`config.mk`:
```
export PLATFORM = sky130hd
export DESIGN_NAME = rtc_alarm_irq
export DESIGN_NICKNAME = d
export VERILOG_FILES = /design/src/rtl/rtc_alarm_pkg.sv /design/src/rtl/alarm_field_cmp.sv /design/src/rtl/alarm_flag_ctl.sv /design/src/rtl/alarm_pulse_timer.sv /design/src/rtl/rtc_alarm_irq.sv
export SDC_FILE = /design/constraint.sdc
export NUM_CORES = 1
export LEC_CHECK = 0
export BUFFER_PORTS_ARGS = -buffer_cell sky130_fd_sc_hd__buf_2
export CORE_MARGIN = 3
export CORE_UTILIZATION = 44
export CTS_BUF_LIST = sky130_fd_sc_hd__clkbuf_2
export CTS_CLUSTER_DIAMETER = 200
export DETAILED_ROUTE_END_ITERATION = 8
export PLACE_DENSITY = 0.89
export SLEW_MARGIN = 20
export SYNTH_ARGS = -nofsm -noshare
export SYNTH_HDL_FRONTEND = slang
export SYNTH_SLANG_ARGS = --single-unit
export TNS_END_PERCENT = 30
```
`constraint.sdc`:
```
create_clock -name clk -period 6.3 [get_ports clk]
set_clock_uncertainty 0.15 [all_clocks]
set_input_delay 1.26 -clock clk [delete_from_list [all_inputs] [get_ports clk]]
set_output_delay 1.26 -clock clk [all_outputs]
set_load 0.05 [all_outputs]
```
`src/rtl/rtc_alarm_pkg.sv`:
```
package rtc_alarm_pkg;
  localparam int FIELD_W    = 8;
  localparam int NUM_FIELDS = 6;
  localparam logic [FIELD_W-1:0] CMP_MASK = {1'b0, {(FIELD_W-1){1'b1}}};

  typedef enum logic {IRQ_HOLD = 1'b0, IRQ_PULSE = 1'b1} irq_mode_e;

  // A field hits when its enable bit is clear or its BCD value agrees.
  function automatic logic field_hit(input logic [FIELD_W-1:0] now_v,
                                     input logic [FIELD_W-1:0] alm_v);
    return !alm_v[FIELD_W-1] || (((now_v ^ alm_v) & CMP_MASK) == '0);
  endfunction
endpackage

```
`src/rtl/alarm_field_cmp.sv`:
```
module alarm_field_cmp
  import rtc_alarm_pkg::*;
(
  input  logic [FIELD_W-1:0] now_v,
  input  logic [FIELD_W-1:0] alm_v,
  output logic               hit
);
  assign hit = field_hit(now_v, alm_v);
endmodule

```
`src/rtl/alarm_flag_ctl.sv`:
```
module alarm_flag_ctl (
  input  logic clk,
  input  logic rst_n,
  input  logic set_evt,
  input  logic wr_stb,
  input  logic wr_bit,
  input  logic rd_stb,
  input  logic rd_busy,
  input  logic auto_clr_en,
  output logic flag
);
  logic shield;
  logic clr_host, clr_auto;

  assign clr_host = wr_stb && !wr_bit;
  assign clr_auto = rd_stb && auto_clr_en && !shield;

  always_ff @(posedge clk or negedge rst_n) begin
    if (!rst_n) begin
      flag   <= 1'b0;
      shield <= 1'b0;
    end else begin
      if (set_evt)                   flag <= 1'b1;
      else if (clr_host || clr_auto) flag <= 1'b0;

      if (set_evt && rd_busy) shield <= 1'b1;
      else if (!rd_busy)      shield <= 1'b0;
    end
  end

  a_r9_set_wins: assert property (@(posedge clk) disable iff (!rst_n)
    set_evt |=> flag);
  a_r6_write_one_keeps: assert property (@(posedge clk) disable iff (!rst_n)
    (flag && wr_stb && wr_bit && !rd_stb) |=> flag);
  a_r8_shield_keeps: assert property (@(posedge clk) disable iff (!rst_n)
    (flag && shield && rd_stb && !wr_stb) |=> flag);
  a_r7_fall_has_cause: assert property (@(posedge clk) disable iff (!rst_n)
    $fell(flag) |-> $past((wr_stb && !wr_bit) || (rd_stb && auto_clr_en)));
endmodule

```
`src/rtl/alarm_pulse_timer.sv`:
```
module alarm_pulse_timer #(
  parameter int PULSE_TICKS = 8192
) (
  input  logic clk,
  input  logic rst_n,
  input  logic load,
  output logic active
);
  localparam int CW = $clog2(PULSE_TICKS + 1);
  logic [CW-1:0] cnt;

  always_ff @(posedge clk or negedge rst_n) begin
    if (!rst_n)          cnt <= '0;
    else if (load)       cnt <= CW'(PULSE_TICKS);
    else if (cnt != '0)  cnt <= cnt - CW'(1);
  end

  assign active = (cnt != '0);

  a_r5_load_starts: assert property (@(posedge clk) disable iff (!rst_n)
    load |=> active);
  a_r5_rise_from_load: assert property (@(posedge clk) disable iff (!rst_n)
    $rose(active) |-> $past(load));
endmodule

```
`src/rtl/rtc_alarm_irq.sv`:
```
module rtc_alarm_irq
  import rtc_alarm_pkg::*;
#(
  parameter int NUM_F       = NUM_FIELDS,
  parameter int FW          = FIELD_W,
  parameter int PULSE_TICKS = 8192
) (
  input  logic              clk,
  input  logic              rst_n,
  input  logic              tick_1hz,
  input  logic [NUM_F*FW-1:0] now_fields,
  input  logic [NUM_F*FW-1:0] alm_fields,
  input  logic              alarm_en,
  input  logic              irq_mode,
  input  logic              auto_clr_en,
  input  logic              flag_wr,
  input  logic              flag_wr_bit,
  input  logic              status_rd,
  input  logic              rd_busy,
  input  logic              fout_active,
  input  logic              fout_level,
  output logic              alarm_flag,
  output logic              irq_n
);
  logic [NUM_F-1:0] hits;
  logic             all_hit;
  logic             match_evt;
  logic             pulse_active;
  logic             alarm_low;
  irq_mode_e        mode;

  for (genvar k = 0; k < NUM_F; k++) begin : g_field
    alarm_field_cmp u_cmp (
      .now_v (now_fields[k*FW +: FW]),
      .alm_v (alm_fields[k*FW +: FW]),
      .hit   (hits[k])
    );
  end

  assign all_hit   = &hits;
  assign match_evt = tick_1hz && alarm_en && all_hit;
  assign mode      = irq_mode_e'(irq_mode);

  alarm_flag_ctl u_flag (
    .clk         (clk),
    .rst_n       (rst_n),
    .set_evt     (match_evt),
    .wr_stb      (flag_wr),
    .wr_bit      (flag_wr_bit),
    .rd_stb      (status_rd),
    .rd_busy     (rd_busy),
    .auto_clr_en (auto_clr_en),
    .flag        (alarm_flag)
  );

  alarm_pulse_timer #(.PULSE_TICKS(PULSE_TICKS)) u_pulse (
    .clk    (clk),
    .rst_n  (rst_n),
    .load   (match_evt && (mode == IRQ_PULSE)),
    .active (pulse_active)
  );

  assign alarm_low = (mode == IRQ_PULSE) ? pulse_active : alarm_flag;
  assign irq_n     = fout_active ? fout_level : !alarm_low;

  a_r2_rise_on_tick: assert property (@(posedge clk) disable iff (!rst_n)
    $rose(alarm_flag) |-> $past(tick_1hz && alarm_en));
  a_r3_quiet_when_off: assert property (@(posedge clk) disable iff (!rst_n)
    (!alarm_en && !alarm_flag) |=> !alarm_flag);
  a_r4_hold_release: assert property (@(posedge clk) disable iff (!rst_n)
    (!fout_active && mode == IRQ_HOLD && !alarm_flag) |-> irq_n);
  a_r10_pin_override: assert property (@(posedge clk) disable iff (!rst_n)
    fout_active |-> (irq_n == fout_level));
endmodule

```
; ---- After elaboration in Yosys (flattened, before gate mapping)
; Index checks and enable logic that the tools add are counted.
[word_totals]
word_cells = 52
regBits = 16
[classes]
n_eq_ne = 1
n_reduce_logical = 33
n_bitwise = 6
mux = 8
addsub = 1
[ops]
columns = operator, count
row1 = $logic_not A8 Y1, 6
row2 = $xor A7 B7 Y7, 6
row3 = $mux W14, 2
row4 = $reduce_bool A14 Y1, 1
row5 = $sub A14 B1 Y14 const B, 1
row6 = $logic_not A1 Y1, 9
row7 = $logic_and A1 B1 Y1, 7
row8 = $logic_or A1 B1 Y1, 7
row9 = $mux W1, 6
row10 = $reduce_and A6 Y1, 1
row11 = $reduce_bool A2 Y1, 2
row12 = $ne A2 B1 Y1 const B, 1

; ---- Longest topological paths before layout
; Gate-level depths: netlist of the first run.
[depth]
word_depth = 7
depth_mapped = 7
ltp_nobuf = 7

; ---- Cells and area by module
; Synthesis of the first run repeated with hierarchy kept, for this count alone.
[hier_totals]
hier_cells = 146
area_unflattened_um2 = 1393.8
[by_module_without_submodules]
columns = module, instances, cells_per_inst, area_per_inst_um2
row1 = alarm_pulse_timer, 1, 78, 758.2
row2 = alarm_field_cmp, 6, 9, 83.8
row3 = alarm_flag_ctl, 1, 6, 80.1
row4 = rtc_alarm_irq, 1, 8, 52.6

; ---- Worst setup path before layout of the first run
; Ideal clock, no wire load.
[synth_timing]
kind = reg-to-output
start = register u_pulse.cnt[7]
end = output irq_n
arrival_time_ns = 2.487
n_path_buf = 0
stages_incl_launch_ff = 5
setup_slack_ns = 2.403
path_cell_list = dfrtp_1 > or4_4 > nor4_2 > a211oi_1 > a21oi_1
[synth_between]
elab_chain_len = 4
[synth_rtl]
columns = item, line
row1 = "start, declared", alarm_pulse_timer.sv:10  ; logic [CW-1:0] cnt;
row2 = "start signal, assigned", alarm_pulse_timer.sv:14  ; else if (load) cnt <= CW'(PULSE_TICKS);
row3 = "start signal, assigned", alarm_pulse_timer.sv:15  ; else if (cnt != '0) cnt <= cnt - CW'(1);
row4 = $reduce_bool A14 Y1, alarm_pulse_timer.sv:18  ; assign active = (cnt != '0);
row5 = $mux W1, rtc_alarm_irq.sv:63  ; assign alarm_low = (mode == IRQ_PULSE) ? pulse_active : alarm_flag;
row6 = $logic_not A1 Y1, rtc_alarm_irq.sv:64  ; assign irq_n = fout_active ? fout_level : !alarm_low;
row7 = $mux W1, rtc_alarm_irq.sv:64
row8 = "end, declared", rtc_alarm_irq.sv:23  ; output logic irq_n
; Every way passes these cells.

; ---- Worst setup path in the final report of the first run
; Ends and elaborated chain as after synthesis.

==> results by stage, run 1 <==
Pwr:
- Summed over all cells, the static leakage comes to approximately 0.91 nW.
- The maximum vdd ir drop is 0.000197 V.
- The ratio of total power to cell area is between 150 and 200 mW/mm².

Place:
- The count of port buffers added during placement is between 100 and 150.
- The post-DP HPWL is between 3 and 4 mm.
- The minimum setup slack after placement is approximately 2.6 ns.
- The congestion estimate from routability-driven global placement came to around 0.81.

Timing:
- The setup slack after layout is 2.24 ns.
- Setup total negative slack on the finished layout was measured at 0 ns.
- The final number of hold-violating endpoints was 0.
- The final period utilization is 64.4%.
- The final number of setup-violating endpoints is 0.
- Static timing analysis puts the maximum clock frequency at 246 MHz.
- The worst pin sits at a relative slew slack of slightly above 40%.
- The actual slew at the worst max-slew pin is 0.885 ns.
- The number of max-slew violations in the final report is 0.
- Setup repair after global routing left no endpoint under its margin.
- The shortest clock period the worst path allows after layout is roughly 4.1 ns.

Layout:
- The layout filler cell count is between 200 and 250.
- The area added between synthesis and finish is 40.7%.
- The number of antenna diodes in the final layout is 0.
- The final layout contains between 300 and 400 nets.
- The post-route netlist has between 40% and 50% of its cells at a drive strength greater than 1.
- The final core area utilization is between 60% and 70%.

Clocking:
- TritonCTS built the clock tree.
- After clock tree synthesis, the flow added hold-fix buffers numbering 0.
- The cell sitting at the root of the clock tree is a clkbuf_2.
- Gates resized during post-CTS repair numbered 0.
- The TritonCTS buffer count is 3.
- The insertion delay of the later-clocked pin in the worst-skew pair is approximately 0.29 ns.
- In this run the number of H-tree levels came out at 1.
- Clock tree synthesis found a total of 16 sinks.
- The largest buffer count on any clock path is 2.
- After clock tree synthesis, the clock-pin slew on the worst setup and hold paths is about 0.15 ns.
- Once the clock tree was built, the setup fixing pass inserted 0 buffers.

Critical path:
- The capture instance of the worst register-to-register path is u_pulse.cnt[5].
- The origin of the critical flop-to-flop path is u_pulse.cnt[7].
- The total buffers and inverters traversed by the critical path is 1.
- On the worst path, the slowest cell contributes a delay of 0.76 ns.
- At the worst endpoint, the arrival time is ~2.7 ns.
- The critical path capture point type is an output pin.
- The peak fanout along the critical path is 10.
- Among all stages on the critical path, the largest delay is contributed by nor4_2.
- The required time reported for the critical path endpoint is 4.89 ns.
- The critical path runs through a total of 5 cells.
- The worst setup path startpoint is u_pulse.cnt[7].
- Walking the worst path, the cells encountered are or4_4 > nor4_2 > a211oi_1 > a21oi_1 > buf_2.
- The destination of the critical timing path is irq_n.
- The class of the most critical setup path is reg -> out.
- The worst register-to-register path has a depth of 5.
- STA classifies the critical path startpoint as a flip-flop.
- The kind of cell with the highest combined delay on the critical path is simple AND/OR/NAND/NOR gates.
- Setup slack on the worst reg-to-reg path comes out at 3.82 ns.

Yosys:
- The area share of the leading cell type in the synthesized netlist is between 20 and 30%.
- The multiplexer share of the synthesized area is 1.91%.
- The number of cells produced by synthesis is about 150.
- Summing the areas of all compound-gate instances in the mapped netlist gives between 10% and 20% of the synthesized area.
- For this run, the number of Yosys warnings is 0.
- The net count after synthesis is 258.
- The average instance area after synthesis is just over 9 µm².
- The combined area of all synthesized cells is 0.00137 mm².
- Summing the areas of all fa, ha and maj instances in the mapped netlist gives between 1.5 and 2% of the synthesized area.
- The sequential share of the synthesized area is between 20% and 30%.
- Counting distinct cell types in the post-synthesis netlist gives 35.
- Summing the areas of all and, or, nand and nor instances in the mapped netlist gives between 15 and 20% of the synthesized area.
- Yosys attributes the largest share of cell area to dfrtp_1, xnor2_1, xor2_1.
- The post-synthesis xor/xnor area fraction is around 33%.
- The largest total area in the synthesized netlist belongs to dfrtp_1.
- The flip-flop and latch count after synthesis is 16.
- The dominant combinational cell family by area after synthesis is XOR/XNOR gates.

Global routing:
- Entering global routing, the biggest net connects 17 pins.
- The number of global-route vias before repair came to roughly 1,400.
- For this run, the total global-route usage over all layers was measured as about a fifth.
- The sum of overflow across all layers after global routing is 0.
- The initial antenna violation count is 0.
- The global-route wire length before repair is between 5 and 6 mm.

Floorplanning:
- In this run the count of I/O pins placed on the die edge is 110.
- The region available for standard cell placement spans about 0.0029 mm².
- From bottom edge to top edge, the die measures between 60 and 70 µm.
- The die covers ~0.0038 mm².
- Row generation in the floorplan step produced 19 rows.
- The initial utilization of the core area, before any placement, comes to around half.
- The width of the die is 61.9 µm.

Worst hold path:
- The class of the most critical hold timing path is reg -> reg.

Routing:
- In the routed design, unresolved DRC markers number 0.
- Across all layers, the routed design uses roughly 1,500 vias.
- For this run, the detailed router's first-pass iteration total came to 5.
- The average routed wire per standard cell is between 10 and 15 µm.
- The remaining antenna violation count is 0.
- The mean number of vias per cell is ~5.2.
- The overall routed net length is 3.84 mm.
- The initial DRC count is 39.

Outcome:
- The flow ran to the end, and the final reports show no timing, DRC or antenna violations.

Flow run:
- The tool flagged a number of max-cap violations equal to 0.
## worst min-delay path by stage
| stage | startpoint | endpoint | cells past startpoint |
|---|---|---|---|
| 2_1_floorplan | u_flag.shield | u_flag.shield | 1 |
| 3_3_place_gp | u_flag.shield | u_flag.shield | 1 |
| 3_5_place_dp | u_flag.shield | u_flag.shield | 1 |
| 4_1_cts | u_flag.shield | u_flag.shield | 1 |
| 5_1_grt | u_flag.shield | u_flag.shield | 1 |
| 6_report | u_flag.shield | u_flag.shield | 1 |
## routing by layer
metal / up-vias / global-route usage, % / share of wire [%]
met5: - / 0 / 0
met4: 0 / 5.45 / 1.6
met3: 6 / 4.96 / 8.8
met2: 70 / 40.8 / 52
met1: 660 / 18.6 / 38
li1: 740 / - / -
## cell families (layout without fill, tap and decap cells)
family | after synthesis | after routing
adders and majority gates | 2 | 2
xor gates and xnor gates | 51 | 51
muxes | 2 | 2
AOI/OAI and AO/OA | 27 | 27
buffers and inverters | 10 | 113
and+or+nand+nor | 40 | 40
DFF | 16 | 16
## cell usage in the layout, fill, tap and decap left out, types with 2 or more instances in the layout
cell type	n
ha_1	2
buf_2	103
nand2_1	3
nor2_1	5
xor2_1	21
dfrtp_1	16
or3_1	4
inv_1	6
xnor2_1	30
clkbuf_2	3
nor3_1	5
a21oi_1	13
nor4_1	2
o41ai_1	6
and2_1	2
or4_1	2
nand4_1	8
## where the power goes
group	switching, mW	internal, mW	leakage, nW	total, mW
Sequential	0.0285	0.130	0.182	0.158
Clock	0.0313	0.0138	0.0140	0.0451
Combinational	0.0799	0.0871	0.713	0.167
## area by class of cell
class	count	area (µm²)	share of cell area (%)
multi-input combinational	122	935	48.4
timing repair buffer	103	515	26.7
sequential	16	400	20.7
tap	31	38.8	2.01
inverter	6	22.5	1.17
clock buffer	3	15.0	0.778
clock inverter	1	3.75	0.194
## per-stage QoR
stage          hold slack [ns]  power [mW]  instance area, µm²  cells
2_1_floorplan            0.316       0.264                1370    148
5_1_grt                  0.450       0.400                1930    282
3_5_place_dp             0.377       0.328                1910    278
3_3_place_gp             0.331       0.318                1910    278
4_1_cts                  0.408       0.374                1930    282
6_report                 0.391       0.370                1930    282
## cells in the mapped netlist
| master | count |
|---|---|
| a31o_2 | 1 |
| nor3_1 | 5 |
| a21oi_1 | 13 |
| nand3_1 | 1 |
| and4b_1 | 1 |
| and2_1 | 2 |
| or4_1 | 2 |
| a2bb2oi_1 | 1 |
| nand4b_1 | 1 |
| a21oi_2 | 1 |
| nor2b_1 | 1 |
| and4_1 | 1 |
| or4_4 | 1 |
| mux2_4 | 1 |
| a21o_1 | 1 |
| xnor2_1 | 30 |
| a32o_1 | 1 |
| xor2_1 | 21 |
| nand4_1 | 8 |
| nor4_1 | 2 |
| mux2_2 | 1 |
| nand2_1 | 3 |
| clkbuf_1 | 4 |
| inv_1 | 6 |
| nor4_2 | 1 |
| nor4b_1 | 1 |
| ha_1 | 2 |
| o221a_2 | 1 |
| o41ai_1 | 6 |
| a211oi_1 | 1 |
| or3_1 | 4 |
| nor2_1 | 5 |
| a32oi_1 | 1 |
| dfrtp_1 | 16 |
| nand2b_1 | 1 |
## sequential cells by signal, indices dropped and copies added, names as in the netlist
| signal | cells |
|---|---|
| u_flag.flag | 1 |
| u_flag.shield | 1 |
| u_pulse.cnt | 14 |
No activity file was read; power rests on OpenSTA's default activity.
==> run 2, diff against run 1 <==
- ABC_AREA: not set -> 1
- CORE_UTILIZATION: 44 -> 41
- PLACE_DENSITY: 0.89 -> 0.79
- clock period: 6.3 -> 3.4 ns (I/O delays scaled with it)
==> results by stage, run 2 <==
Outcome:
- The flow ran to the end, and the final reports show no timing, DRC or antenna violations.

Timing:
- The highest attainable clock frequency is approximately 350 MHz.
- Setup violations remaining at the end of the flow were counted as 0.
- The final number of hold-violating endpoints is 0.
- After layout, the worst path uses a little over four fifths of the clock period.
- The number of max-slew violations in the final report is 0.
- Setup repair after global routing left no endpoint under its margin.
- For the pin with the worst max-slew slack, the measured transition is between 0.3 and 0.4 ns.
- The shortest clock period the worst path allows after layout is around 2.8 ns.
- The setup slack after layout is around 0.56 ns.
- After routing, the total negative slack on setup checks comes to 0 ns.
- The max-slew headroom at the worst pin is 75.9%.

Worst hold path:
- The worst hold path belongs to the class in -> async.

Pwr:
- In this run the power density over the cells is 262 mW/mm².
- The maximum vdd ir drop is roughly 0.00011 V.
- The analysis attributes to cell leakage a power of 1.67 nW.
- The total design power is around 0.64 mW.

Layout:
- Of the cells placed in the final design, the portion with a size suffix greater than 1 is 27.8%.
- The top cell types in the final layout, fill and taps aside, are nand2_1, buf_2, inv_1.
- In the final layout, the registers with the most flip-flops are u_pulse.cnt x14, u_flag.flag x1, u_flag.shield x1.
- From synthesis to final layout, the design area changed by 32.0%.
- The register with the highest flop count is u_pulse.cnt.
- The net count of the finished layout is 550.
- The library cell used most frequently in the layout, excluding fill and tap cells, is nand2_1.
- The register with the most flip-flops in the layout has 14 of them.
- Excluding fillers, the count of instances in the completed layout stands at ~500.

Floorplanning:
- The effective utilization at floorplan is between 40% and 50%.
- The die covers 0.00533 mm².
- Row generation in the floorplan step produced 23 rows.
- Measured along the x axis, the die boundary spans between 70 and 80 µm.
- During I/O placement, the number of pins put on the boundary was 110.
- From bottom edge to top edge, the die measures ~73 µm.
- After floorplanning, the core was sized to cover around 0.0042 mm².

Critical path:
- The required time reported for the critical path endpoint is between 2 and 3 ns.
- The flop-to-flop setup slack is approximately 1.6 ns.
- The peak fanout along the critical path is 9.
- The data arrival at the endpoint of the critical path is between 2 and 2.5 ns.
- The number of buffers and inverters on the critical path is 2.
- Walking the worst path, the cells encountered are inv_1 > ha_1 > nand3b_1 > nor2_2 > nand2_4 > a211oi_1 > a21o_1 > buf_2.
- The cell family contributing the most delay on the critical path is flip-flops.
- The maximum single-stage delay on the critical path is 0.42 ns.
- The type of origin of the critical path is a flip-flop.
- The slowest stage of the critical path belongs to the cell dfrtp_1.
- The class of the most critical setup path is reg -> out.
- STA classifies the critical path endpoint as an output pin.

Yosys:
- Sequential elements use between 20% and 30% of the synthesized area.
- The flip-flop and latch count after synthesis is 16.
- Counting instances in the post-synthesis netlist gives the leading cell types as nand2_1, inv_1, nor2_1.
- The most common flop cell mapped by yosys is dfrtp_1.
- The number of distinct library cells after synthesis is 24.
- Among all cell types in the netlist, the one instantiated most often is nand2_1.
- The average instance area after synthesis is approximately 5.5 µm².
- Counting every instance in the synthesized netlist gives 333.
- For this run, the number of Yosys warnings is 0.
- The biggest area contributor in the post-synthesis netlist is nand2_1.
- The count of flip-flops with a built-in enable after synthesis is 0.
- Of the post-synthesis cell area, the dominant cell type holds between 20% and 30%.
- By area the synthesized netlist is led by nand2_1, dfrtp_1, inv_1.
- After synthesis the cells add up to around 0.0018 mm².
- In the synthesized netlist the async set-or-reset flop fraction comes to 100%.
- Counting every net in the synthesized netlist gives ~440.

Global routing:
- The first global-routing pass estimated ~7.4 mm of wire.
- The met1 layer usage reported by global route is ~16%.
- The initial antenna violation count is 1.
- The sum of overflow across all layers after global routing is 0.
- The routing layer with the top usage in global route is met2.
- The number of global-route vias before repair came to a little over 2,000.
- The maximum number of pins on one net before global-route repair is 17.
- Global routing used ~17% of the available tracks across all layers.
- The met2 layer usage reported by global route is about 34%.
- Global routing consumed, on the met3 layer, between 4 and 5% of the routing resources.

Clocking:
- The largest buffer count on any clock path is 2.
- Clock-pin slew was measured on the worst setup and hold paths at around 0.15 ns.
- In this run the number of H-tree levels came out at 1.
- The insertion delay of the later-clocked pin in the worst-skew pair is ~0.30 ns.
- Hold repair after CTS inserted 0 buffers.
- The number of clock buffers added by TritonCTS is 3.
- The number of setup buffers added after CTS is 0.
- The clock drives 16 sinks.
- The cell at the root of the clock tree is clkbuf_2.
- The count of cells resized by post-cts repair is 0.
- The TritonCTS clock tree is yes.

Routing:
- The average routed wire per standard cell is 8.80 µm.
- The number of remaining DRC errors is 0.
- The mean number of vias per cell is ~4.3.
- In this run, the number of DRC markers left after iteration 0 of detailed routing was 30.
- The overall routed net length is about 4.3 mm.
- Once detail routing completed, the nets flagged for antenna violations numbered 0.
- The total number of vias is about 2,100.
- For this run, the detailed router's first-pass iteration total came to 4.

Place:
- The global placer's final weighted congestion is between 0.8 and 0.9.
- Port buffering added 103 buffers.
- The minimum setup slack after placement is about 0.89 ns.
- The number of placed instances, taps included, is a little under 500.
- The post-DP HPWL is about 3.9 mm.

Flow run:
- The tool flagged a number of max-cap violations equal to 0.
[run 2: cell types whose count changed in the layout (fill, tap and decap cells not counted), moves of 8 or more]
| cell | before | now |
|---|---|---|
| nand2_1 | 3 | 137 |
| nor2_1 | 5 | 26 |
| a21oi_1 | 13 | 4 |
| nand4_1 | 8 | 0 |
| xnor2_1 | 30 | 8 |
| inv_1 | 6 | 94 |
[run 2: path summary, 6_finish.rpt]
kind                              endpoint      startpoint  cells past startpoint
hold / removal               u_flag.shield           rst_n                      1
min in group clk             u_flag.shield   u_flag.shield                      2
setup / recovery                     irq_n  u_pulse.cnt[0]                      8
hold reg to reg              u_flag.shield   u_flag.shield                      2
setup reg to reg           u_pulse.cnt[12]  u_pulse.cnt[0]                     12
max in group asynchronous  u_pulse.cnt[10]           rst_n                      1
[run 2: worst register-to-register path: cells and delay by family, from the launching register on]
family / cells / cell delay (ns)
adder cells (fa/ha/maj): 1 / 0.15
XOR/XNOR: 1 / 0.16
AND/OR/NAND/NOR: 6 / 0.60
buffers and inverters: 4 / 0.25
flip-flops: 1 / 0.42
[run 2: layer usage]
metal	up-vias	part of all wire (%)
li1	1143	-
met1	877	38
met2	80	51
met3	6	9.0
met4	0	2.0
met5	-	0
[run 2: cell type report]
class                      count  area, µm²
antenna                        1       2.50
clock buffer                   3       15.0
clock inverter                 1       3.75
fill                         409       1740
inverter                      95        357
multi-input combinational    221       1070
sequential                    16        400
tap                           50       62.6
timing repair buffer         103        515
[run 2: metrics by stage]
step                      utilization, %  hold WS (ns)  area (µm²)
after floorplan                        -         0.234        1840
after global placement              57.7         0.338        2410
after detailed placement            57.7         0.343        2410
after CTS                           58.1         0.119        2430
after global routing                58.2         0.125        2430
final                               58.2         0.115        2430
[run 2: power by group]
part	internal, mW	switching [mW]	total (mW)
Combinational	0.131	0.145	0.276
Clock	0.0255	0.0585	0.0840
Sequential	0.237	0.0402	0.278
[run 2: cells by family after synthesis]
kind of cell / count (synthesis) / synth area share [%]
xor gates and xnor gates: 25 / 11.9
AOI/OAI and AO/OA: 9 / 3.13
muxes: 1 / 0.544
DFF: 16 / 21.8
buffers and inverters: 96 / 20.0
adders and majority gates: 2 / 1.36
and+or+nand+nor: 184 / 41.3
